==> src/rtl/irq_router_pkg.sv <==
package irq_router_pkg;
   localparam int LOCAL_SRC   = 4;
   localparam int TMR_BASE    = 0;
   localparam int MBX_BASE    = 4;
   localparam int SHARED_BIT  = 8;
   localparam int STEER_W     = 8;
   localparam int ROUTE_W     = 2;

   localparam logic [7:0] OFF_ROUTE = 8'h0C;
   localparam logic [3:0] GRP_TMR   = 4'h4;
   localparam logic [3:0] GRP_MBX   = 4'h5;
   localparam logic [3:0] GRP_IRQW  = 4'h6;
   localparam logic [3:0] GRP_FIQW  = 4'h7;

   typedef enum logic [2:0] {
      SEL_NONE, SEL_ROUTE, SEL_TMR, SEL_MBX, SEL_IRQW, SEL_FIQW
   } reg_sel_e;

   typedef struct packed {
      reg_sel_e          sel;
      logic [ROUTE_W-1:0] idx;
   } reg_dec_t;
endpackage

==> src/rtl/irq_addr_decode.sv <==
module irq_addr_decode
   import irq_router_pkg::*;
#(
   parameter int NUM_CORES = 4,
   parameter int ADDR_W    = 8
) (
   input  logic [ADDR_W-1:0] addr,
   output reg_dec_t          dec
);
   localparam int HI_SHIFT = 8;

   logic hi_zero;
   logic idx_ok;

   always_comb begin
      hi_zero = ((addr >> HI_SHIFT) == '0);
      idx_ok  = (int'(addr[3:2]) < NUM_CORES);
      dec.idx = addr[3:2];
      dec.sel = SEL_NONE;
      if (hi_zero && (addr[1:0] == 2'b00)) begin
         if (addr[7:0] == OFF_ROUTE) begin
            dec.sel = SEL_ROUTE;
         end else if (idx_ok) begin
            case (addr[7:4])
               GRP_TMR:  dec.sel = SEL_TMR;
               GRP_MBX:  dec.sel = SEL_MBX;
               GRP_IRQW: dec.sel = SEL_IRQW;
               GRP_FIQW: dec.sel = SEL_FIQW;
               default:  dec.sel = SEL_NONE;
            endcase
         end
      end
   end
endmodule

==> src/rtl/irq_router_regs.sv <==
module irq_router_regs
   import irq_router_pkg::*;
#(
   parameter int NUM_CORES = 4,
   parameter int ADDR_W    = 8,
   parameter int DATA_W    = 32
) (
   input  logic                                  clk,
   input  logic                                  rst_n,
   input  logic                                  valid,
   input  logic                                  write,
   input  logic [ADDR_W-1:0]                     addr,
   input  logic [DATA_W-1:0]                     wdata,
   input  logic [NUM_CORES-1:0][DATA_W-1:0]      irq_words,
   input  logic [NUM_CORES-1:0][DATA_W-1:0]      fiq_words,
   output logic [NUM_CORES-1:0][STEER_W-1:0]     tmr_ctrl,
   output logic [NUM_CORES-1:0][STEER_W-1:0]     mbx_ctrl,
   output logic [ROUTE_W-1:0]                    irq_route,
   output logic [ROUTE_W-1:0]                    fiq_route,
   output logic [DATA_W-1:0]                     rdata,
   output logic                                  err
);
   reg_dec_t          dec;
   logic [DATA_W-1:0] rd_mux;
   logic              wr_en;
   logic              rd_en;

   irq_addr_decode #(.NUM_CORES(NUM_CORES), .ADDR_W(ADDR_W)) u_dec (
      .addr (addr),
      .dec  (dec)
   );

   assign wr_en = valid && write;
   assign rd_en = valid && !write;

   always_comb begin
      rd_mux = '0;
      case (dec.sel)
         SEL_ROUTE: rd_mux = DATA_W'({fiq_route, irq_route});
         SEL_TMR:   rd_mux = DATA_W'(tmr_ctrl[dec.idx]);
         SEL_MBX:   rd_mux = DATA_W'(mbx_ctrl[dec.idx]);
         SEL_IRQW:  rd_mux = irq_words[dec.idx];
         SEL_FIQW:  rd_mux = fiq_words[dec.idx];
         default:   rd_mux = '0;
      endcase
   end

   always_ff @(posedge clk) begin
      if (!rst_n) begin
         tmr_ctrl  <= '0;
         mbx_ctrl  <= '0;
         irq_route <= '0;
         fiq_route <= '0;
         rdata     <= '0;
         err       <= 1'b0;
      end else begin
         err <= valid && (dec.sel == SEL_NONE);
         if (rd_en) rdata <= rd_mux;
         if (wr_en) begin
            case (dec.sel)
               SEL_ROUTE: begin
                  irq_route <= wdata[ROUTE_W-1:0];
                  fiq_route <= wdata[2*ROUTE_W-1:ROUTE_W];
               end
               SEL_TMR: tmr_ctrl[dec.idx] <= wdata[STEER_W-1:0];
               SEL_MBX: mbx_ctrl[dec.idx] <= wdata[STEER_W-1:0];
               default: ;
            endcase
         end
      end
   end

   AST_ERR_AFTER_ACCESS: assert property (@(posedge clk) disable iff (!rst_n)
      err |-> $past(valid));

   AST_CONFIG_HOLD: assert property (@(posedge clk) disable iff (!rst_n)
      !$past(wr_en) |-> ($stable(tmr_ctrl) && $stable(mbx_ctrl)
                         && $stable(irq_route) && $stable(fiq_route)));

   AST_ROUTE_CAPTURE: assert property (@(posedge clk) disable iff (!rst_n)
      (wr_en && dec.sel == SEL_ROUTE) |=> (irq_route == $past(wdata[1:0])
                                         && fiq_route == $past(wdata[3:2])));
endmodule

==> src/rtl/irq_core_steer.sv <==
module irq_core_steer
   import irq_router_pkg::*;
#(
   parameter int DATA_W = 32
) (
   input  logic [LOCAL_SRC-1:0] tmr_lvl,
   input  logic [LOCAL_SRC-1:0] mbx_lvl,
   input  logic [STEER_W-1:0]   tmr_ctrl,
   input  logic [STEER_W-1:0]   mbx_ctrl,
   input  logic                 shared_irq_hit,
   input  logic                 shared_fiq_hit,
   output logic [DATA_W-1:0]    irq_word,
   output logic [DATA_W-1:0]    fiq_word
);
   logic [LOCAL_SRC-1:0] t_irq, t_fiq, m_irq, m_fiq;

   for (genvar n = 0; n < LOCAL_SRC; n++) begin : g_src
      assign t_fiq[n] = tmr_lvl[n] &  tmr_ctrl[n+LOCAL_SRC];
      assign t_irq[n] = tmr_lvl[n] & ~tmr_ctrl[n+LOCAL_SRC] & tmr_ctrl[n];
      assign m_fiq[n] = mbx_lvl[n] &  mbx_ctrl[n+LOCAL_SRC];
      assign m_irq[n] = mbx_lvl[n] & ~mbx_ctrl[n+LOCAL_SRC] & mbx_ctrl[n];
   end

   always_comb begin
      irq_word = '0;
      fiq_word = '0;
      irq_word[TMR_BASE +: LOCAL_SRC] = t_irq;
      fiq_word[TMR_BASE +: LOCAL_SRC] = t_fiq;
      irq_word[MBX_BASE +: LOCAL_SRC] = m_irq;
      fiq_word[MBX_BASE +: LOCAL_SRC] = m_fiq;
      irq_word[SHARED_BIT] = shared_irq_hit;
      fiq_word[SHARED_BIT] = shared_fiq_hit;
   end
endmodule

==> src/rtl/core_irq_router.sv <==
module core_irq_router
   import irq_router_pkg::*;
#(
   parameter int NUM_CORES = 4,
   parameter int ADDR_W    = 8,
   parameter int DATA_W    = 32,
   localparam int SRC_W    = NUM_CORES * LOCAL_SRC
) (
   input  logic                 clk,
   input  logic                 rst_n,
   input  logic                 reg_valid,
   input  logic                 reg_write,
   input  logic [ADDR_W-1:0]    reg_addr,
   input  logic [DATA_W-1:0]    reg_wdata,
   output logic [DATA_W-1:0]    reg_rdata,
   output logic                 reg_err,
   input  logic [SRC_W-1:0]     timer_lvl,
   input  logic [SRC_W-1:0]     mbox_pend,
   input  logic                 shared_irq,
   input  logic                 shared_fiq,
   output logic [NUM_CORES-1:0] core_irq,
   output logic [NUM_CORES-1:0] core_fiq
);
   if (NUM_CORES < 1 || NUM_CORES > (1 << ROUTE_W)) begin : g_bad_cores
      $error("NUM_CORES must be 1..4");
   end
   if (DATA_W < SHARED_BIT + 1) begin : g_bad_width
      $error("DATA_W too narrow for the status word layout");
   end
   if (ADDR_W < 8) begin : g_bad_addr
      $error("ADDR_W must cover offsets up to 0xFF");
   end

   logic [SRC_W-1:0]                     tmr_q, mbx_q;
   logic                                 sh_irq_q, sh_fiq_q;
   logic [NUM_CORES-1:0][STEER_W-1:0]    tmr_ctrl, mbx_ctrl;
   logic [ROUTE_W-1:0]                   irq_route, fiq_route;
   logic [NUM_CORES-1:0][DATA_W-1:0]     irq_words, fiq_words;
   logic [NUM_CORES-1:0]                 shared_irq_col, shared_fiq_col;

   always_ff @(posedge clk) begin
      if (!rst_n) begin
         tmr_q    <= '0;
         mbx_q    <= '0;
         sh_irq_q <= 1'b0;
         sh_fiq_q <= 1'b0;
      end else begin
         tmr_q    <= timer_lvl;
         mbx_q    <= mbox_pend;
         sh_irq_q <= shared_irq;
         sh_fiq_q <= shared_fiq;
      end
   end

   irq_router_regs #(.NUM_CORES(NUM_CORES), .ADDR_W(ADDR_W), .DATA_W(DATA_W)) u_regs (
      .clk       (clk),
      .rst_n     (rst_n),
      .valid     (reg_valid),
      .write     (reg_write),
      .addr      (reg_addr),
      .wdata     (reg_wdata),
      .irq_words (irq_words),
      .fiq_words (fiq_words),
      .tmr_ctrl  (tmr_ctrl),
      .mbx_ctrl  (mbx_ctrl),
      .irq_route (irq_route),
      .fiq_route (fiq_route),
      .rdata     (reg_rdata),
      .err       (reg_err)
   );

   for (genvar c = 0; c < NUM_CORES; c++) begin : g_core
      logic irq_hit, fiq_hit;
      assign irq_hit = sh_irq_q && (irq_route == ROUTE_W'(c));
      assign fiq_hit = sh_fiq_q && (fiq_route == ROUTE_W'(c));

      irq_core_steer #(.DATA_W(DATA_W)) u_steer (
         .tmr_lvl        (tmr_q[c*LOCAL_SRC +: LOCAL_SRC]),
         .mbx_lvl        (mbx_q[c*LOCAL_SRC +: LOCAL_SRC]),
         .tmr_ctrl       (tmr_ctrl[c]),
         .mbx_ctrl       (mbx_ctrl[c]),
         .shared_irq_hit (irq_hit),
         .shared_fiq_hit (fiq_hit),
         .irq_word       (irq_words[c]),
         .fiq_word       (fiq_words[c])
      );

      assign core_irq[c]       = |irq_words[c];
      assign core_fiq[c]       = |fiq_words[c];
      assign shared_irq_col[c] = irq_words[c][SHARED_BIT];
      assign shared_fiq_col[c] = fiq_words[c][SHARED_BIT];

      AST_FIQ_OVERRIDES: assert property (@(posedge clk) disable iff (!rst_n)
         (irq_words[c][SHARED_BIT-1:0] & fiq_words[c][SHARED_BIT-1:0]) == '0);

      AST_RESERVED_ZERO: assert property (@(posedge clk) disable iff (!rst_n)
         (irq_words[c] >> (SHARED_BIT + 1)) == '0
         && (fiq_words[c] >> (SHARED_BIT + 1)) == '0);
   end

   AST_SHARED_SINGLE: assert property (@(posedge clk) disable iff (!rst_n)
      $countones(shared_irq_col) <= 1 && $countones(shared_fiq_col) <= 1);

   AST_SHARED_FOLLOWS_INPUT: assert property (@(posedge clk) disable iff (!rst_n)
      (|shared_irq_col) == sh_irq_q);

   AST_QUIET_OUTPUTS: assert property (@(posedge clk) disable iff (!rst_n)
      (tmr_q == '0 && mbx_q == '0 && !sh_irq_q && !sh_fiq_q)
      |-> (core_irq == '0 && core_fiq == '0));
endmodule

==> config.mk <==
export PLATFORM = sky130hd
export DESIGN_NAME = core_irq_router
export DESIGN_NICKNAME = d
export VERILOG_FILES = /design/src/rtl/irq_router_pkg.sv /design/src/rtl/irq_addr_decode.sv /design/src/rtl/irq_router_regs.sv /design/src/rtl/irq_core_steer.sv /design/src/rtl/core_irq_router.sv
export SDC_FILE = /design/constraint.sdc
export NUM_CORES = 1
export LEC_CHECK = 0
export CAP_MARGIN = 20
export CORE_UTILIZATION = 32
export CTS_CLUSTER_DIAMETER = 100
export DETAILED_ROUTE_END_ITERATION = 8
export GPL_TIMING_DRIVEN = 0
export MAX_ROUTING_LAYER = met4
export PLACE_DENSITY_LB_ADDON = 0.3
export SLEW_MARGIN = 20
export SYNTH_ARGS = -nofsm -noshare
export SYNTH_HDL_FRONTEND = slang
export SYNTH_HIERARCHICAL = 1
export SYNTH_SLANG_ARGS = --single-unit
export TNS_END_PERCENT = 5
==> constraint.sdc <==
create_clock -name clk -period 4.05 [get_ports clk]
set_clock_uncertainty 0.1 [all_clocks]
set_input_delay 1.215 -clock clk [delete_from_list [all_inputs] [get_ports clk]]
set_output_delay 1.215 -clock clk [all_outputs]
set_load 0.05 [all_outputs]
==> results of run 1 <==
-- registers in the layout (all words and copies together) (netlist names) --
name,flops
u_regs/irq_route,2
u_regs/rdata,32
u_regs/err,1
sh_irq_q,1
u_regs/fiq_route,2
sh_fiq_q,1
u_regs/mbx_ctrl,32
tmr_q,16
mbx_q,16
u_regs/tmr_ctrl,32
-- critical path, stage by stage (launching register included) --
cell and delay [ns]:
dfxtp_1 0.37, and3b_1 0.23, nor4_2 0.46, nand4_1 0.23, or2_1 0.29, clkdlybuf4s50_1 0.71
-- routing by layer --
layer / track usage / share of wire
met5: - / 0
met4: 0.107 / 0.048
met3: 0.0301 / 0.052
met1: 0.260 / 0.42
met2: 0.361 / 0.48
-- cells in the final DEF (no fill, tap or decap), types with 20 or more instances in the layout --
cell	synthesis	layout
clkdlybuf4s50_1	0	80
buf_4	203	203
and2_1	40	40
nor2b_1	69	69
conb_1	4	184
nor4_1	57	45
a22oi_1	28	28
and3b_1	34	34
clkbuf_1	28	29
mux2i_1	90	90
and2_2	32	32
o21ai_1	22	22
nor4_2	8	20
mux4_2	64	64
nand2_1	36	36
dfxtp_1	135	135
-- worst paths after layout --
check                                                endpoint  cells past startpoint
worst max register to register   u_regs/rdata[6]$_SDFFE_PN0P_                      4
worst min register to register  u_regs/rdata[27]$_SDFFE_PN0P_                      2
worst max-delay path                              core_irq[2]                      5
worst min-delay path            u_regs/rdata[27]$_SDFFE_PN0P_                      2
-- cell families after synthesis --
| logic type | Yosys count | share of synthesized area |
|---|---|---|
| AO/OA/AOI/OAI | 90 | 0.0593 |
| buffers and inverters | 254 | 0.179 |
| flip-flops | 135 | 0.275 |
| multiplexers | 164 | 0.251 |
| other | 4 | 0.00153 |
| AND/OR/NAND/NOR | 345 | 0.234 |
-- through the flow --
stage	hold WS [ns]	setup slack, ns	power, mW	util	setup TNS, ns
2_1_floorplan	0.389	0.690	1.76	-	0
5_1_grt	0.365	0.0154	3.66	0.419	0
6_report	0.348	0.00890	3.53	0.419	0
3_3_place_gp	0.340	-1.14	1.88	0.396	-32.96
3_5_place_dp	0.343	-0.676	1.88	0.396	-10.19
4_1_cts	0.352	0.0256	3.52	0.419	0
-- layout make-up --
class / count / area share
clock buffer: 18 / 0.0342
buffer: 254 / 0.140
multi-input combinational: 783 / 0.489
timing repair buffer: 86 / 0.0692
sequential: 135 / 0.215
clock inverter: 13 / 0.0134
tap: 390 / 0.0389
-- synth_stat cells, drive strengths merged, types with 2 or more instances --
cell type / instances / area [um2]
buf: 226 / 1660
dfxtp: 135 / 2700
mux2i: 90 / 901
and2: 72 / 490
nor2b: 69 / 432
mux4: 65 / 1470
nor4: 65 / 457
nand2: 37 / 141
and3b: 34 / 298
o21ai: 29 / 145
a22oi: 28 / 210
clkbuf: 28 / 105
nand4: 16 / 100
nor2: 10 / 47.6
o22ai: 10 / 62.6
mux2: 9 / 101
or2: 8 / 50.1
nor3: 7 / 46.3
a21oi: 6 / 30.0
a31oi: 6 / 37.5
conb: 4 / 15.0
nand2b: 4 / 25.0
nor3b: 4 / 30.0
a221oi: 3 / 26.3
and3: 3 / 18.8
nand3b: 3 / 22.5
or4b: 3 / 30.0
or4bb: 3 / 33.8
a21o: 2 / 15.0
nand4b: 2 / 32.5
-- power by group through the flow --
stage | clock network, mW | logic (mW) | registers, mW
6_report | 1.64 | 0.536 | 1.36
5_1_grt | 1.72 | 0.577 | 1.36
4_1_cts | 1.66 | 0.493 | 1.36
3_5_place_dp | 0 | 0.492 | 1.39
3_3_place_gp | 0 | 0.489 | 1.39
2_1_floorplan | 0 | 0.376 | 1.38
==> flow_metrics.tcl, run 1 <==
set metrics [dict create \
    status "finished clean" \
    stdcell_count 1679 \
    placed_area_um2 11900 \
    min_period_ns 4.04 \
    die_w_um 177 \
    cts_max_level 4 \
    critPathCaptureType "primary output" \
    pwr-share-clk 0.463 \
    cts_tree "built" \
    r2r_start "u_regs/mbx_ctrl[30]$_SDFFE_PN0P_" \
    ys_ff_latch 135 \
    io_pins 119 \
    p_sw_frac 0.261 \
    ant_nets 0 \
    worstPathRequired_ns 2.73 \
    leakagePower_nw 5.40 \
    dp.cells 1648 \
    drt-pass1-iter-count 5 \
    synthArstFlopShare 0 \
    fillers 3023 \
    reg2reg_slack_ns 2.15 \
    clkTransAtPathRegs_ns 0.06 \
    ir_worst_vdd_mv 0.283 \
    dieArea_um2 31400 \
    cts_made_buffers 17 \
    fin_area_um2 12600 \
    grt_pass1_vias 8122 \
    syn_inst 992 \
    grt_max_degree 17 \
    path_max_fanout 4 \
    cap_violations 0 \
    clk_latency_ns 0.43 \
    via_per_inst 4.77 \
    fmax_mhz 247 \
    vias 8009 \
    crit_path_start_kind "flop" \
    diodes 0 \
    cts_sinks 135 \
    ys_seq_area_frac 0.275 \
    clockRootBuffer "clkbuf_16" \
    die_h_um 177 \
    ys.flop_type "dfxtp_1" \
    crit_type "reg -> out" \
    clock_path_buffers 2 \
    combPwrFrac 0.152 \
    cts_setup_buffers 0 \
    drc 0 \
    synth_area_per_cell_um2 9.91 \
    fp.coreArea_um2 30000 \
    cts_resized 15 \
    ys_warn_count 6 \
    synth_edf_count 0 \
    worstPathArrival_ns 2.73 \
    seqCellArea_um2 2700 \
    p_int_mw 2.61 \
    first_iter_violations 530 \
    synthDistinctLibCells 53 \
    cts_hold_buf 0 \
    place_hpwl_um 25000 \
    tightestPinTransition_ns 0.820 \
    wl_per_cell_um 19.0 \
    power_density_nw_per_um2 281 \
    multi_input_area_um2 6140 \
    rows 63 \
    wirelength_um 31900 \
    area_growth_pct 27.7 \
    critPathLaunch "u_regs/tmr_ctrl[21]$_SDFFE_PN0P_" \
    drive_above_1_share 0.302 \
    port_buffers 86 \
    initial_core_util 0.328 \
    fin_nets 1355 \
    hold_viol_final 0 \
    netlist_area_um2 9830 \
    track_usage 0.218 \
    seqPwrFrac 0.385 \
    overflow 0 \
    grt_pass1_wl_um 48600 \
    min-delay-start "u_regs/rdata[27]$_SDFFE_PN0P_" \
    finalSetupViolCount 0 \
    hold_class "reg -> reg" \
    slew_violations 0 \
    gp_congestion 0.933 \
    relSlewSlack 0.449 \
    rsz0062_at_grt "no" \
    final.period_utilization 0.998 \
    antenna_found_initial 0 \
    p_sw_mw 0.921 \
]
No activity file was read; power rests on OpenSTA's default activity.
==> inputs of run 2 (changes only) <==
--- a/config.mk
+++ b/config.mk
@@ -12,6 +12,7 @@
 export GPL_TIMING_DRIVEN = 0
 export MAX_ROUTING_LAYER = met4
 export PLACE_DENSITY_LB_ADDON = 0.3
+export SKIP_LAST_GASP = 1
 export SLEW_MARGIN = 20
 export SYNTH_ARGS = -nofsm -noshare
 export SYNTH_HDL_FRONTEND = slang
==> run 2 against run 1 <==
Compared with the run above:
- the flow now finishes with violations (negative setup slack)
- via count is 0.66% lower
- setup slack worse by 0.15 ns
- die area did not move
- count of clock-buffer cells in the layout unchanged
- utilization about the same
- sequential share of layout area hardly changed
- hold slack about the same
- global-route usage hardly changed
- sequential cell count unchanged
- wire length grew 0.13%
- total power is essentially flat
- critical endpoint unchanged
==> flow_metrics.tcl, run 2 (same netlist as run 1, synthesis figures left out) <==
set metrics [dict create \
    fp.coreArea_um2 30000 \
    critPathMaxStageDelay_ns 0.71 \
    cts_tree "built" \
    fin_nets 1355 \
    drt-pass1-iter-count 5 \
    io_pins 119 \
    utilization 0.419 \
    grt_pass1_wl_um 48400 \
    rows 63 \
    first_iter_violations 555 \
    crit_chain "and3b_1 -> nor4_1 -> nand4_1 -> or2_1 -> clkdlybuf4s50_1" \
    area_growth_pct 27.6 \
    cts_sinks 135 \
    clock_path_buffers 2 \
    leakagePower_nw 5.40 \
    stdcell_count 1679 \
    initial_core_util 0.328 \
    fin_area_um2 12500 \
    cts_made_buffers 17 \
    layout_common_cells "buf_4 (203), conb_1 (184), dfxtp_1 (135)" \
    final.period_utilization 1.03 \
    cp.depth 5 \
    critPathCaptureType "primary output" \
    dieArea_um2 31400 \
    postLayoutSetupSlackWorst_ns -0.141 \
    drc 0 \
    clockRootBuffer "clkbuf_16" \
    crit_family "simple AND/OR/NAND/NOR gates" \
    path_max_fanout 4 \
    timing.hold.ws_ns 0.348 \
    crit_path_start_kind "flop" \
    ir_worst_vdd_mv 0.284 \
    final_common_cell "buf_4" \
    wirelength_um 31900 \
    placed_area_um2 11900 \
    reg2reg_depth 4 \
    power_density_nw_per_um2 282 \
    pre_cts_slack_ns -0.676 \
    finalSetupTns_ns -0.188 \
    min_period_ns 4.19 \
    crit_buf_inv 1 \
    relSlewSlack 0.429 \
    wl_per_cell_um 19.0 \
    cp_slowest_cell "clkdlybuf4s50_1" \
    antenna_found_initial 0 \
    finalSetupViolCount 2 \
    cap_violations 0 \
    status "finished with violations" \
    place_hpwl_um 25000 \
    slew_violations 0 \
    via_per_inst 4.74 \
    gp_congestion 0.933 \
    top_regs "u_regs/mbx_ctrl (32), u_regs/rdata (32), u_regs/tmr_ctrl (32)" \
    violations "negative setup slack" \
    worstPathArrival_ns 2.88 \
    dp.cells 1648 \
    vias 7956 \
    fmax_mhz 239 \
    cts_max_level 4 \
    overflow 0 \
    tightestPinTransition_ns 0.850 \
    rsz0062_at_grt "yes" \
    die_h_um 177 \
    hold_class "reg -> reg" \
    hold_viol_final 0 \
    track_usage 0.218 \
    hold_depth 2 \
    diodes 0 \
    port_buffers 86 \
    worstPathRequired_ns 2.73 \
    grt_max_degree 17 \
    grt_pass1_vias 8083 \
    crit_type "reg -> out" \
    clk_latency_ns 0.43 \
    die_w_um 177 \
    clkTransAtPathRegs_ns 0.06 \
    drive_above_1_share 0.301 \
    ant_nets 0 \
    p_total_mw 3.53 \
]
## run 2: changes by cell type in the layout (fill, tap and decap cells not counted)
cell | previous run | this run
nor4_4 | 0 | 1
nor4b_2 | 0 | 1
nor4_2 | 20 | 18
nor4b_4 | 1 | 0
clkdlybuf4s50_1 | 80 | 86
nor4_1 | 45 | 46
dlygate4sd2_1 | 2 | 0
dlymetal6s2s_1 | 4 | 0
## run 2: path summary, 6_finish.rpt
kind | endpoint | from | slack [ns]
worst max-delay path | core_irq[2] | u_regs/mbx_ctrl[20]$_SDFFE_PN0P_ | -0.14
worst min-delay path | u_regs/rdata[27]$_SDFFE_PN0P_ | u_regs/rdata[27]$_SDFFE_PN0P_ | 0.35
worst min register to register | u_regs/rdata[27]$_SDFFE_PN0P_ | u_regs/rdata[27]$_SDFFE_PN0P_ | 0.35
worst max register to register | u_regs/rdata[6]$_SDFFE_PN0P_ | u_regs/mbx_ctrl[30]$_SDFFE_PN0P_ | 2.14
## run 2: layout make-up
type | instances | area [um2]
Timing Repair Buffer | 86 | 861
Sequential cell | 135 | 2700
Multi-Input combinational cell | 783 | 6130
Tap cell | 390 | 488
Clock inverter | 13 | 168
Buffer | 254 | 1760
Clock buffer | 18 | 429
Fill cell | 3030 | 17400
## run 2: what timing repair did
| action | CTS | global route |
|---|---|---|
| hold buffers | 0 | 0 |
| resized for setup | 4 | 9 |
| buffers inserted | 0 | 0 |
| setup endpoints to repair | 14 | 18 |
## run 2: where the power goes
part	total [mW]	leakage (nW)	switching (mW)	internal, mW
clock	1.64	0.288	0.662	0.975
combinational	0.535	4.02	0.245	0.291
sequential	1.36	1.10	0.0131	1.35
total	3.53	5.40	0.920	2.61
## run 2: worst register-to-register path: stages, from the launching register on
cell       delay, ns
dfxtp_1         0.37
and3b_1         0.22
mux4_2          0.50
a2111oi_0       0.45
o31ai_1         0.13
## run 2: layer usage
metal / vias to the layer above / global-route usage / share of wire
li1: 3828 / - / -
met1: 3759 / 0.260 / 0.42
met2: 286 / 0.359 / 0.48
met3: 83 / 0.0294 / 0.050
met4: 0 / 0.108 / 0.046
met5: - / - / 0
==> inputs of run 3 (changes only) <==
--- a/config.mk
+++ b/config.mk
@@ -6,8 +6,8 @@
 export NUM_CORES = 1
 export LEC_CHECK = 0
 export CAP_MARGIN = 20
-export CORE_UTILIZATION = 32
-export CTS_CLUSTER_DIAMETER = 100
+export CORE_UTILIZATION = 52
+export CTS_CLUSTER_DIAMETER = 120
 export DETAILED_ROUTE_END_ITERATION = 8
 export GPL_TIMING_DRIVEN = 0
 export MAX_ROUTING_LAYER = met4
==> constraint.sdc (replaced) <==
create_clock -name clk -period 3.8 [get_ports clk]
set_clock_uncertainty 0.1 [all_clocks]
set_input_delay 1.14 -clock clk [delete_from_list [all_inputs] [get_ports clk]]
set_output_delay 1.14 -clock clk [all_outputs]
set_load 0.05 [all_outputs]
==> run 3 against run 2 <==
Compared with the run above:
- the flow still finishes with violations (negative setup slack)
- clock power down 4%
- highest routed layer unchanged
- sequential share of layout area rose by 0.48 points
- cell count down 9.5%
- largest cell class unchanged
- critical endpoint is now core_irq[0]
- die area decreased by 38%
- count of clock-buffer cells in the layout stayed put
- combinational power is 4% higher
- sequential cell count stayed put
- hold slack worse by 0.0023 ns
- largest power group unchanged
==> flow_metrics.tcl, run 3 (same netlist as run 1, synthesis figures left out) <==
set metrics [dict create \
    initial_core_util 0.538 \
    place_hpwl_um 22600 \
    clk_latency_ns 0.43 \
    drive_above_1_share 0.297 \
    cts_tree "built" \
    cts_made_buffers 17 \
    seqCellArea_um2 2700 \
    fmax_mhz 246 \
    gp_congestion 0.959 \
    fillers 1507 \
    worstPathArrival_ns 2.83 \
    dp.cells 1487 \
    multi_input_area_um2 6090 \
    vias 8069 \
    final_common_cell "buf_4" \
    wirelength_um 29100 \
    cts_setup_buffers 0 \
    clock_path_buffers 2 \
    stdcell_count 1520 \
    top_regs "u_regs/mbx_ctrl (32), u_regs/rdata (32), u_regs/tmr_ctrl (32)" \
    power_density_nw_per_um2 292 \
    postLayoutSetupSlackWorst_ns -0.267 \
    critPathCaptureType "primary output" \
    critPathMaxStageDelay_ns 0.71 \
    finalSetupViolCount 15 \
    reg2reg_slack_ns 1.97 \
    min_period_ns 4.07 \
    fin_nets 1356 \
    die_h_um 139 \
    path_max_fanout 4 \
    via_per_inst 5.31 \
    fp.coreArea_um2 18300 \
    crit_chain "and3b_1 -> nor4_1 -> nand4_1 -> or2_1 -> clkdlybuf4s50_1" \
    tightestPinTransition_ns 0.807 \
    leakagePower_nw 5.37 \
    worstPathRequired_ns 2.56 \
    crit_family "simple AND/OR/NAND/NOR gates" \
    violations "negative setup slack" \
    grt_pass1_wl_um 45100 \
    status "finished with violations" \
    first_iter_violations 555 \
    io_pins 119 \
    port_buffers 86 \
    final.period_utilization 1.07 \
    grt_max_degree 17 \
    cp_slowest_cell "clkdlybuf4s50_1" \
    area_growth_pct 24.8 \
    cts_sinks 135 \
    rsz0062_at_grt "yes" \
    cts_max_level 4 \
    overflow 0 \
    drt-pass1-iter-count 5 \
    ant_nets 0 \
    cap_violations 0 \
    pre_cts_slack_ns -0.523 \
    wl_per_cell_um 19.1 \
    relSlewSlack 0.462 \
    slew_violations 0 \
    drc 0 \
    die_w_um 139 \
    fin_area_um2 12300 \
    hold_class "reg -> reg" \
    p_total_mw 3.59 \
    grt_pass1_vias 8125 \
    antenna_found_initial 0 \
    crit_type "reg -> out" \
    hold_viol_final 0 \
    clockRootBuffer "clkbuf_16" \
    placed_area_um2 11700 \
    track_usage 0.322 \
    crit_path_start_kind "flop" \
    diodes 0 \
    layout_common_cells "buf_4 (203), conb_1 (184), dfxtp_1 (135)" \
    ir_worst_vdd_mv 0.319 \
    crit_buf_inv 1 \
    rows 49 \
    dieArea_um2 19500 \
    clkTransAtPathRegs_ns 0.06 \
]
[run 3: metrics by stage]
| step | utilization | setup TNS, ns | hold slack (ns) |
|---|---|---|---|
| after global placement | 0.638 | -31.61 | 0.335 |
| after detailed placement | 0.638 | -21.89 | 0.341 |
| after global routing | 0.671 | -3.86 | 0.364 |
| after CTS | 0.671 | -2.02 | 0.349 |
| after floorplan | - | 0 | 0.389 |
| final | 0.671 | -1.86 | 0.346 |
[run 3: worst reg2reg max path, cell delays in order, from the launching register on]
cell,delay (ns)
dfxtp_1,0.36
and3b_1,0.22
mux4_2,0.48
a2111oi_0,0.42
o31ai_1,0.12
[run 3: final timing paths]
check                                   to                             start  depth (start not counted)
min          u_regs/rdata[19]$_SDFFE_PN0P_     u_regs/rdata[19]$_SDFFE_PN0P_                          2
max                            core_irq[0]   u_regs/tmr_ctrl[4]$_SDFFE_PN0P_                          5
max reg2reg   u_regs/rdata[6]$_SDFFE_PN0P_  u_regs/mbx_ctrl[30]$_SDFFE_PN0P_                          4
min reg2reg  u_regs/rdata[19]$_SDFFE_PN0P_     u_regs/rdata[19]$_SDFFE_PN0P_                          2
[run 3: routing by layer]
metal / share of wire / GRT usage / vias up
met2: 0.48 / 0.540 / 326
met3: 0.065 / 0.0530 / 74
met5: 0 / - / -
met1: 0.41 / 0.374 / 3823
met4: 0.046 / 0.164 / 0
li1: - / - / 3846
[run 3: area by class of cell]
type / count / area share
clock buffers: 18 / 0.0350
multi-input cells: 783 / 0.497
plain buffers: 254 / 0.144
flip-flops and latches: 135 / 0.220
well taps: 229 / 0.0234
repair buffers: 87 / 0.0707
clock inverters: 14 / 0.0105
[run 3: power by group]
part	internal, mW	total (mW)	leakage, nW	switching (mW)
registers	1.44	1.45	1.10	0.0130
clock network	0.863	1.58	0.266	0.721
logic	0.309	0.554	4.00	0.245
[run 3: what timing repair did]
| item | 4_1_cts | 5_1_grt |
|---|---|---|
| resized for setup | 7 | 2 |
| endpoints found under the hold margin | 0 | 0 |
| hold buffers | 0 | 0 |
| setup endpoints to repair | 22 | 20 |
